**src/rtl/edge_gen_pkg.sv**
```systemverilog
// Shared types for the edge-list timing generator.
// Assumes: a sequencer that cycles idle -> fetch -> wait -> fetch ...
package edge_gen_pkg;

    typedef enum logic [1:0] {
        SEQ_IDLE  = 2'd0,
        SEQ_FETCH = 2'd1,
        SEQ_WAIT  = 2'd2
    } seq_state_t;

endpackage

```
**src/rtl/edge_store.sv**
```systemverilog
// Edge list storage: a host-written shadow copy and a working copy.
// The working copy is replaced wholesale by the shadow on a swap pulse.
// Reads are registered: the entry at rd_addr appears one cycle later.
// Assumes: swap is a single-cycle pulse; writes may coincide with swap
// (the write lands in the shadow, and the swap copies the old shadow).
module edge_store #(
    parameter int DEPTH   = 16,
    parameter int ENTRY_W = 46,
    localparam int AW     = $clog2(DEPTH)
) (
    input  logic               clk,
    input  logic               wr_en,
    input  logic [AW-1:0]      wr_addr,
    input  logic [ENTRY_W-1:0] wr_data,
    input  logic               swap,
    input  logic [AW-1:0]      rd_addr,
    output logic [ENTRY_W-1:0] rd_data
);

    logic [ENTRY_W-1:0] shadow_q [DEPTH];
    logic [ENTRY_W-1:0] active_q [DEPTH];

    // Host writes go into the shadow list only.
    always_ff @(posedge clk) begin
        if (wr_en) shadow_q[wr_addr] <= wr_data;
    end

    // Whole-list copy so a pass never sees a half-updated entry.
    always_ff @(posedge clk) begin
        if (swap) active_q <= shadow_q;
    end

    // Registered read port of the working list.
    always_ff @(posedge clk) begin
        rd_data <= active_q[rd_addr];
    end

endmodule

```
**src/rtl/edge_timer.sv**
```systemverilog
// Tick counter between edge events.
// Counts asserted ticks since the last clear and compares against the
// pending delay. due: this tick reaches or passes the delay.
// late: this tick is beyond the delay.
// Assumes: clear has priority over counting; the counter saturates.
module edge_timer #(
    parameter int TIME_W = 29
) (
    input  logic              clk,
    input  logic              rst_n,
    input  logic              tick,
    input  logic              clear,
    input  logic [TIME_W-1:0] delay,
    output logic              due,
    output logic              late
);

    logic [TIME_W-1:0] cnt_q;
    logic [TIME_W:0]   cnt_nx;

    assign cnt_nx = {1'b0, cnt_q} + 1'b1;

    // Count ticks since the reference edge, saturating at full scale.
    always_ff @(posedge clk) begin
        if (!rst_n || clear)                       cnt_q <= '0;
        else if (tick && (cnt_q != {TIME_W{1'b1}})) cnt_q <= cnt_nx[TIME_W-1:0];
    end

    // Compare the tick being taken now against the delay.
    always_comb begin
        due  = tick && (cnt_nx >= {1'b0, delay});
        late = tick && (cnt_nx >  {1'b0, delay});
    end

endmodule

```
**src/rtl/edge_sequencer.sv**
```systemverilog
// Walks the edge list: fetch an entry, wait for its tick, apply it to
// the outputs, then advance or wrap, counting passes.
// Assumes: the store read is one cycle of latency (one FETCH cycle).
// An entry is the last one if its last bit is set or it is at the top
// address.
module edge_sequencer
    import edge_gen_pkg::*;
#(
    parameter int NUM_OUT = 8,
    parameter int TIME_W  = 29,
    parameter int DEPTH   = 16,
    parameter int LOOP_W  = 16,
    localparam int AW      = $clog2(DEPTH),
    localparam int ENTRY_W = 1 + 2 * NUM_OUT + TIME_W
) (
    input  logic               clk,
    input  logic               rst_n,
    input  logic               start,
    input  logic [LOOP_W-1:0]  loop_count,
    input  logic [ENTRY_W-1:0] entry,
    input  logic               due,
    input  logic               late,
    output logic [TIME_W-1:0]  delay,
    output logic [AW-1:0]      ptr,
    output logic               swap,
    output logic               timer_clear,
    output logic [NUM_OUT-1:0] dout,
    output logic               busy,
    output logic               underrun
);

    localparam int MASK_LO = TIME_W;
    localparam int LVL_LO  = TIME_W + NUM_OUT;
    localparam int LAST_B  = ENTRY_W - 1;

    seq_state_t         state_q;
    logic [LOOP_W-1:0]  loops_q;
    logic               endless_q;
    logic [NUM_OUT-1:0] mask, level;
    logic               is_last, accept, apply, again;

    // Split the fetched entry into its fields.
    always_comb begin
        delay   = entry[TIME_W-1:0];
        mask    = entry[MASK_LO +: NUM_OUT];
        level   = entry[LVL_LO +: NUM_OUT];
        is_last = entry[LAST_B] || (ptr == AW'(DEPTH - 1));
    end

    // Event decisions for this cycle.
    always_comb begin
        accept      = (state_q == SEQ_IDLE) && start;
        apply       = (state_q == SEQ_WAIT) && due;
        again       = endless_q || (loops_q > LOOP_W'(1));
        swap        = accept || (apply && is_last && again);
        timer_clear = accept || apply;
        busy        = (state_q != SEQ_IDLE);
    end

    // Sequencer state, list pointer and pass counter.
    always_ff @(posedge clk) begin
        if (!rst_n) begin
            state_q   <= SEQ_IDLE;
            ptr       <= '0;
            loops_q   <= '0;
            endless_q <= 1'b0;
        end else if (accept) begin
            state_q   <= SEQ_FETCH;
            ptr       <= '0;
            loops_q   <= loop_count;
            endless_q <= (loop_count == '0);
        end else if (state_q == SEQ_FETCH) begin
            state_q <= SEQ_WAIT;
        end else if (apply) begin
            if (!is_last) begin
                ptr     <= ptr + 1'b1;
                state_q <= SEQ_FETCH;
            end else if (again) begin
                ptr     <= '0;
                state_q <= SEQ_FETCH;
                if (!endless_q) loops_q <= loops_q - 1'b1;
            end else begin
                state_q <= SEQ_IDLE;
            end
        end
    end

    // Output lines: masked bits take the entry's levels.
    always_ff @(posedge clk) begin
        if (!rst_n)     dout <= '0;
        else if (apply) dout <= (dout & ~mask) | (level & mask);
    end

    // Sticky late-entry flag, cleared by an accepted start.
    always_ff @(posedge clk) begin
        if (!rst_n || accept)  underrun <= 1'b0;
        else if (apply && late) underrun <= 1'b1;
    end

endmodule

```
**src/rtl/edge_timing_gen.sv**
```systemverilog
// Top of the edge-list timing generator: list store, tick timer and
// sequencer. The host writes entries through wr_*; start runs the list
// loop_count times (0 = endless).
// Assumes: tick is a clock-enable from the master time base.
module edge_timing_gen #(
    parameter int NUM_OUT = 8,
    parameter int TIME_W  = 29,
    parameter int DEPTH   = 16,
    parameter int LOOP_W  = 16,
    localparam int AW      = $clog2(DEPTH),
    localparam int ENTRY_W = 1 + 2 * NUM_OUT + TIME_W
) (
    input  logic               clk,
    input  logic               rst_n,
    input  logic               tick,
    input  logic               start,
    input  logic [LOOP_W-1:0]  loop_count,
    input  logic               wr_en,
    input  logic [AW-1:0]      wr_addr,
    input  logic [ENTRY_W-1:0] wr_data,
    output logic [NUM_OUT-1:0] dout,
    output logic               busy,
    output logic               underrun
);

    logic [ENTRY_W-1:0] rd_entry;
    logic [AW-1:0]      rd_ptr;
    logic [TIME_W-1:0]  cur_delay;
    logic               swap, tclear, due, late;

    edge_store #(.DEPTH(DEPTH), .ENTRY_W(ENTRY_W)) u_store (
        .clk     (clk),
        .wr_en   (wr_en),
        .wr_addr (wr_addr),
        .wr_data (wr_data),
        .swap    (swap),
        .rd_addr (rd_ptr),
        .rd_data (rd_entry)
    );

    edge_timer #(.TIME_W(TIME_W)) u_timer (
        .clk   (clk),
        .rst_n (rst_n),
        .tick  (tick),
        .clear (tclear),
        .delay (cur_delay),
        .due   (due),
        .late  (late)
    );

    edge_sequencer #(
        .NUM_OUT (NUM_OUT),
        .TIME_W  (TIME_W),
        .DEPTH   (DEPTH),
        .LOOP_W  (LOOP_W)
    ) u_seq (
        .clk         (clk),
        .rst_n       (rst_n),
        .start       (start),
        .loop_count  (loop_count),
        .entry       (rd_entry),
        .due         (due),
        .late        (late),
        .delay       (cur_delay),
        .ptr         (rd_ptr),
        .swap        (swap),
        .timer_clear (tclear),
        .dout        (dout),
        .busy        (busy),
        .underrun    (underrun)
    );

endmodule

```
**config.mk**
```make
export PLATFORM = sky130hd
export DESIGN_NAME = edge_timing_gen
export DESIGN_NICKNAME = d
export VERILOG_FILES = /design/src/rtl/edge_gen_pkg.sv /design/src/rtl/edge_store.sv /design/src/rtl/edge_timer.sv /design/src/rtl/edge_sequencer.sv /design/src/rtl/edge_timing_gen.sv
export SDC_FILE = /design/constraint.sdc
export NUM_CORES = 1
export LEC_CHECK = 0
export ABC_AREA = 1
export BUFFER_PORTS_ARGS = -buffer_cell sky130_fd_sc_hd__buf_2
export CAP_MARGIN = 0
export CORE_MARGIN = 1.5
export CORE_UTILIZATION = 55
export CTS_CLUSTER_DIAMETER = 30
export DETAILED_ROUTE_END_ITERATION = 6
export HOLD_SLACK_MARGIN = 0.08
export PLACE_DENSITY = 0.72
export SETUP_SLACK_MARGIN = 0.5
export SYNTH_ARGS = -nofsm -noshare
export SYNTH_HDL_FRONTEND = slang
export SYNTH_HIERARCHICAL = 1
export SYNTH_SLANG_ARGS = --single-unit
export TNS_END_PERCENT = 50
```
**constraint.sdc**
```tcl
create_clock -name clk -period 19.4 [get_ports clk]
set_input_delay 0 -clock clk [delete_from_list [all_inputs] [get_ports clk]]
set_output_delay 0 -clock clk [all_outputs]
set_load 0.02 [all_outputs]
```
======== After elaboration in Yosys (flattened, before gate mapping) ========
Cells that the tools add are included.
cells by class
  $add $sub $neg .......................... 3
  order comparisons ....................... 6
  eq/ne operators ......................... 7
  multiplexer cells ....................... 19
  bitwise logic cells ..................... 8
  reduce and logical (&&, ||, !) cells .... 27
operators by type and width
  cell                                                                   count
  736-bit bitwise mux                                                    1
  46-bit binary-select mux with 4-bit select                             1
  46-bit demux with 4-bit select                                         1
  46-bit two-way mux                                                     3
  16-bit two-way mux                                                     6
  29-bit by 1-bit adder with 30-bit output, second input constant        1
  30-bit by 29-bit >= comparator with 1-bit output                       1
  30-bit by 29-bit > comparator with 1-bit output                        1
  29-bit != test, second input constant                                  1
  8-bit AND                                                              2
  16-bit by 1-bit > comparator with 1-bit output, second input constant  1
  16-bit logical NOT                                                     1
  16-bit by 1-bit subtractor with 16-bit output, second input constant   1
  5-bit >= comparator, second input constant                             2
  4-bit inverter with 5-bit output                                       2
  2-bit nonzero test                                                     5
  1-bit logical AND                                                      9
  4-bit two-way mux                                                      2
  8-bit inverter                                                         1
  8-bit OR                                                               1
  1-bit logical OR                                                       6
  2-bit two-way mux                                                      3
  5-bit by 1-bit < comparator with 1-bit output, second input constant   1
  5-bit AND reduction                                                    1
  13 further kinds                                                       16
word-level totals
  flip-flop bits (word level) ............. 1,579
  input port bits ......................... 71
  output and inout port bits .............. 10

======== Depth between registers and ports, before layout ========
  depth after elaboration ................. 7
  depth in mapped cells ................... 33
  depth with buffers taken out ............ 32

======== Modules after synthesis ========
The synthesis kept the hierarchy.
by module, submodules not included
  module          instances  cells an instance  area an instance (um^2)  seq. area each (um^2)
  edge_store      1          3,772              54,711.2                 45,123.3
  edge_timer      1          447                2,755.1                  580.6
  edge_sequencer  1          363                2,224.6                  640.6

======== Worst setup path after synthesis ========
No wires, ideal clock.
  kind .................................... reg2reg
  start point ............................. register u_timer.cnt_q[0]
  end point ............................... register u_store/active_q[0] (netlist name), enable pin
  setup time .............................. 0.526 ns
  data arrival time ....................... 6.143 ns
  slack ................................... 12.731 ns
  cell stages (with the launch flop) ...... 27
  path through ............................ dfxtp_1 -> ha_1 -> nand2_2 -> inv_1 -> nand2_1 -> nor2_2 -> nand3_1 -> nor2_1 -> nand2_1 -> nand2_1 -> inv_1 -> ha_1 -> nand2_1 -> nor2_1 -> nand4_1 -> nor2_1 -> nand2_1 -> nor2_1 -> nand2_1 -> nand2_1 -> inv_1 -> nor2_1 -> nand2_1 -> nor2_1 -> nand2_2 -> nand2_4 -> buf_6
between the ends
  cells in the longest elaborated chain, start to end .. 7
RTL lines
  item                                              line                   text
  from (decl)                                       edge_timer.sv:18       logic [TIME_W-1:0] cnt_q;
  from (signal assigned)                            edge_timer.sv:26       else if (tick && (cnt_q != {TIME_W{1'b1}})) cnt_q <= cnt_nx[TIME_W-1:0];
  29-bit by 1-bit adder with 30-bit output          edge_timer.sv:21       assign cnt_nx = {1'b0, cnt_q} + 1'b1;
  net u_timer.cnt_nx[18]                            edge_timer.sv:19       logic [TIME_W:0] cnt_nx;
  30-bit by 29-bit >= comparator with 1-bit output  edge_timer.sv:31       due = tick && (cnt_nx >= {1'b0, delay});
  1-bit logical AND                                 edge_timer.sv:31
  net due                                           edge_timing_gen.sv:29  logic swap, tclear, due, late;
  1-bit logical AND                                 edge_sequencer.sv:53   apply = (state_q == SEQ_WAIT) && due;
  1-bit logical AND (2 in a row)                    edge_sequencer.sv:55   swap = accept || (apply && is_last && again);
  1-bit logical OR                                  edge_sequencer.sv:55
  net swap                                          edge_timing_gen.sv:29
  to (signal assigned)                              edge_store.sv:30       if (swap) active_q <= shadow_q;
  to (decl)                                         edge_store.sv:21       logic [ENTRY_W-1:0] active_q [DEPTH];
The timed path passes the listed nets, and every way through them passes these cells.
A chain may end at the register's enable or synchronous reset.

======== Worst setup path after layout ========
  start point ............................. register u_timer.cnt_q[13]
  end point ............................... register u_store/active_q[306] (netlist name), enable pin
Same word-level chain as after synthesis.

==> results.md <==
Status:
- The flow ran to the end, and the final reports show no timing, DRC or antenna violations.

Die:
- Pin placement for this block handled between 80 and 90 I/O pins.
- Measured along the y axis, the die boundary spans 332 um.
- The placement row count is between 100 and 150.
- The area of the core is between 100000 and 150000 um2.
- The floorplan step set the die width to between 300 and 400 um.
- The initial utilization of the core area, before any placement, comes to 0.556.
- The floorplan step defined a die boundary enclosing roughly 110000 um2.

STA:
- The setup total negative slack is 0 ns.
- Setup violations remaining at the end of the flow were counted as 0.
- Dividing the final minimum period by the clock period gives 0.390.
- The worst setup skew after layout is 0.0838 ns.
- The final count of hold timing violations is 0.
- Setup repair after global routing left no endpoint under its margin.
- The worst-margin pin slew is ~1.2 ns.
- The number of pins with negative max-slew slack in the final report was 0.
- The tightest hold path in the finished design has a slack of slightly below 0.1 ns.
- For the finished layout, the period the worst path requires is roughly 7.6 ns.
- Based on the critical path, the design can be clocked at up to approximately 130 MHz.
- The worst-case headroom to the max-slew limit is 0.202.

Logic synthesis:
- The number of distinct library cell variants in the gate-level netlist after synthesis is 40.
- Counting every instance in the synthesized netlist gives around 4600.
- Dividing the synthesized area by the synthesized cell count gives about 13 um2.
- Of all flip-flops after synthesis, the portion carrying an async set or reset was 0.
- Of the post-synthesis cell area, the dominant cell type holds 0.741.
- In this run, synthesis inferred about 1500 flip-flops with an integrated enable.
- The Yosys step of the flow raised 6 warnings.
- edfxtp_1 takes more of the synthesized area than any other cell.
- The mapped netlist covers roughly 60000 um2.
- The net count after synthesis is 4686.
- By count the netlist is led by edfxtp_1, nand2_1, inv_1.
- The sequential area share after synthesis is 0.776.
- The most used standard cell by instance count after synthesis is edfxtp_1.
- After synthesis, the cell types taking the most area are edfxtp_1, nand2_1, nand3_1.
- The number of synthesized register bits is around 1600.
- For this run, the leading register cell type out of synthesis is edfxtp_1.

Final layout:
- The multi-input combinational cells in the finished layout cover a total of 9540 um2.
- The total non-filler cell area in the finished layout is around 72000 um2.
- In the final layout, flip-flops and latches occupy 46400 um2.
- For this run, the post-layout net count is approximately 5000.
- The fraction of final layout cells with drive strength greater than 1 is 0.121.
- Compared with the post-synthesis result, the final layout area differs by 19.9%.
- The count of fill cells added during filler insertion is 6902.

Placement:
- Detailed placement finished with a half-perimeter wire length of approximately 63 mm.
- At the end of routability-driven placement, the weighted congestion stood at a little over 0.8.
- Port buffering added 80 buffers.
- In this run the cell area measured after placement is a little over 60000 um2.

Critical path:
- The master of the slowest instance on the critical path is buf_4.
- The sum of buffers and inverters on the critical path is 6.
- For the worst flop-to-flop path, the logic depth is 25.
- The start-to-end type of the worst setup path is flip-flop to flip-flop.
- The slack of the worst reg-to-reg path is 11.84 ns.
- The top fanout value on the critical path is approximately 130.
- The kind of cell adding the most delay to the critical path is simple AND/OR/NAND/NOR gates.
- The arrival time of the worst setup path is a little under 8 ns.
- For this run, the slowest stage of the critical path takes approximately 1.0 ns.
- Counting stages on the worst path, the most repeated cell is nand2_1.
- STA puts the critical path data required time at approximately 20 ns.
- In this run the critical register-to-register path is captured at u_store/active_q[306]$_DFFE_PP_.
- The kind of start point of the critical path is a flip-flop.
- STA classifies the critical path endpoint as a flip-flop.
- The reg-to-reg critical path startpoint is u_timer/cnt_q[13]$_SDFFE_PP0P_.

Drt:
- The routed via count is between 30000 and 40000.
- The first detailed-routing pass took 6 iterations.
- The first routing iteration left around 3500 violations.
- Dividing the detail-routed wire length by the instance count gives around 21 um.
- In the routed layout, each cell is associated on average with a via count of roughly 5.4.
- For this run, design rule violations remaining after detail routing come to 0.
- The number of nets still failing antenna checks after routing is 0.
- The routed wire length is ~140 mm.

GRT:
- The first-pass GRT wire length is ~210 mm.
- Summed over all layers, the global routing overflow is 0.
- The initial antenna violation count is 6.
- The maximum number of pins on one net before global-route repair is roughly 170.
- In the global route stage, overall resource usage came out at 0.246.
- The via count of the first global-routing pass is 36100.

CTS:
- The tree is rooted in a clkbuf_16.
- TritonCTS created 293 clock buffers.
- The CTS tree is built.
- The latest clock arrival within the worst-skew pair is about 0.86 ns.
- The number of clock sinks seen by CTS is 1579.
- Counting along the longest clock path gives a buffer depth of 4.
- The number of setup buffers added after CTS is 0.
- CTS built an H-tree with a depth of 5.
- The clock slew at the register clock pins of the worst setup and hold paths is roughly 0.05 ns.

Worst hold path:
- The tightest min-delay check is of the input port to flip-flop type.
- The worst hold path cell count is 2.
- The terminating pin of the worst hold path is u_store/shadow_q[511]$_DFFE_PP_.
- The beginning of the worst hold path is wr_data[5].

Run:
- The number of max-cap violations is 0.

Power and ir drop:
- The power per standard cell area is approximately 130 nW/um2.
- The worst-case IR drop observed on VDD is around 86 uV.
- For this design the static power due to leakage is ~28 nW.
- The design draws a little over 9 mW.
[cell type report]
| class | instances | area share |
|---|---|---|
| Tap cell | 1403 | 0.0245 |
| Sequential cell | 1579 | 0.647 |
| Timing Repair Buffer | 230 | 0.0251 |
| Inverter | 688 | 0.0363 |
| Antenna cell | 1 | 0.0000350 |
| Multi-Input combinational cell | 2116 | 0.133 |
| Clock buffer | 338 | 0.106 |
| Clock inverter | 167 | 0.0275 |
[flip-flops by register name, indices dropped and copies added (netlist names), named ones only]
register          count
u_seq/endless_q       1
u_seq/ptr             4
u_timer/cnt_q        29
u_seq/state_q         2
u_store/shadow_q    736
u_seq/underrun        1
u_store/rd_data      46
u_store/active_q    736
u_seq/loops_q        16
[worst register-to-register path, stage by stage (launching register included)]
cell	delay [ns]
dfxtp_1	0.44
inv_2	0.10
nor3_1	0.38
nand2_1	0.10
nor3_1	0.25
nand3_1	0.14
nand2_1	0.09
inv_1	0.04
ha_1	0.27
nand3_1	0.10
nor3_1	0.39
nand2_1	0.20
nor2_1	0.13
nand2_1	0.06
nand2_1	0.06
nand2_1	0.06
nand2_1	0.07
inv_1	0.04
nor2_1	0.11
nand2_1	0.11
nor2_1	0.14
nand2_2	0.10
nand2_8	0.65
buf_4	1.04
buf_4	0.95
buf_4	1.06
[placed cells by master, fill, tap and decap left out, types with 3 or more instances in the layout]
cell type and count:
clkinvlp_4 24, buf_2 80, clkinv_8 5, nand2_1 1180, clkinv_2 40, buf_4 47
nor3_1 8, clkinv_1 32, inv_2 5, nor2_2 7, nand3_1 601, dlygate4sd3_1 102
dfxtp_1 103, dfxtp_4 4, ha_1 33, nor3_2 11, nor2_4 11, xor2_1 16
edfxtp_1 1472, nor2_1 115, inv_6 21, nor4_1 3, nand3b_1 3, xnor2_1 5
a21oi_1 51, clkinv_4 11, clkbuf_16 296, bufinv_16 37, o21ai_1 9, nand4_1 12
clkbuf_1 41, nand2_2 8, inv_1 678, o21ai_0 29
[per-stage QoR]
stage               utilization  setup slack [ns]  cells
global route              0.667             11.30   6521
floorplan                     -             12.73   4582
detailed placement        0.568             11.95   5914
finish                    0.667             11.84   6522
global placement          0.568             12.16   5914
CTS                       0.667             11.87   6521
[report_power, final]
group | switching, mW | internal (mW)
Combinational | 0.214 | 0.0814
Clock | 1.62 | 3.28
Sequential | 0.0429 | 3.89
[worst max-delay path by stage]
| stage | from | endpoint | cells after the start |
|---|---|---|---|
| after detailed placement | u_timer/cnt_q[13]$_SDFFE_PP0P_ | u_store/active_q[167]$_DFFE_PP_ | 25 |
| final | u_timer/cnt_q[13]$_SDFFE_PP0P_ | u_store/active_q[306]$_DFFE_PP_ | 25 |
| after floorplan | u_timer/cnt_q[0]$_SDFFE_PP0P_ | u_store/active_q[0]$_DFFE_PP_ | 26 |
| after global placement | u_timer/cnt_q[13]$_SDFFE_PP0P_ | u_store/active_q[167]$_DFFE_PP_ | 25 |
| after CTS | u_timer/cnt_q[13]$_SDFFE_PP0P_ | u_store/active_q[306]$_DFFE_PP_ | 25 |
| after global routing | u_timer/cnt_q[13]$_SDFFE_PP0P_ | u_store/active_q[306]$_DFFE_PP_ | 25 |
[per-layer routing]
metal	part of all wire	GRT usage
met1	0.39	0.317
met2	0.49	0.412
met3	0.084	0.0453
met4	0.032	0.102
met5	0.00027	0
[timing repair]
item | 4_1_cts | 5_1_grt
resized for setup | 0 | 0
endpoints found under the hold margin | 911 | 0
hold buffers | 102 | 0
[cell families (layout without fill, tap and decap cells)]
family          count (synthesis)  after routing  synth area share
xor+xnor                       21             21           0.00308
fa+ha+maj                      33             33           0.00692
other cells                     0              1                 0
buf+inv                       887           1423            0.0656
flops                        1579           1579             0.776
mux                             1              1          0.000168
simple gates                 1967           1967             0.140
compound gates                 94             94           0.00813
No activity file was read; power rests on OpenSTA's default activity.
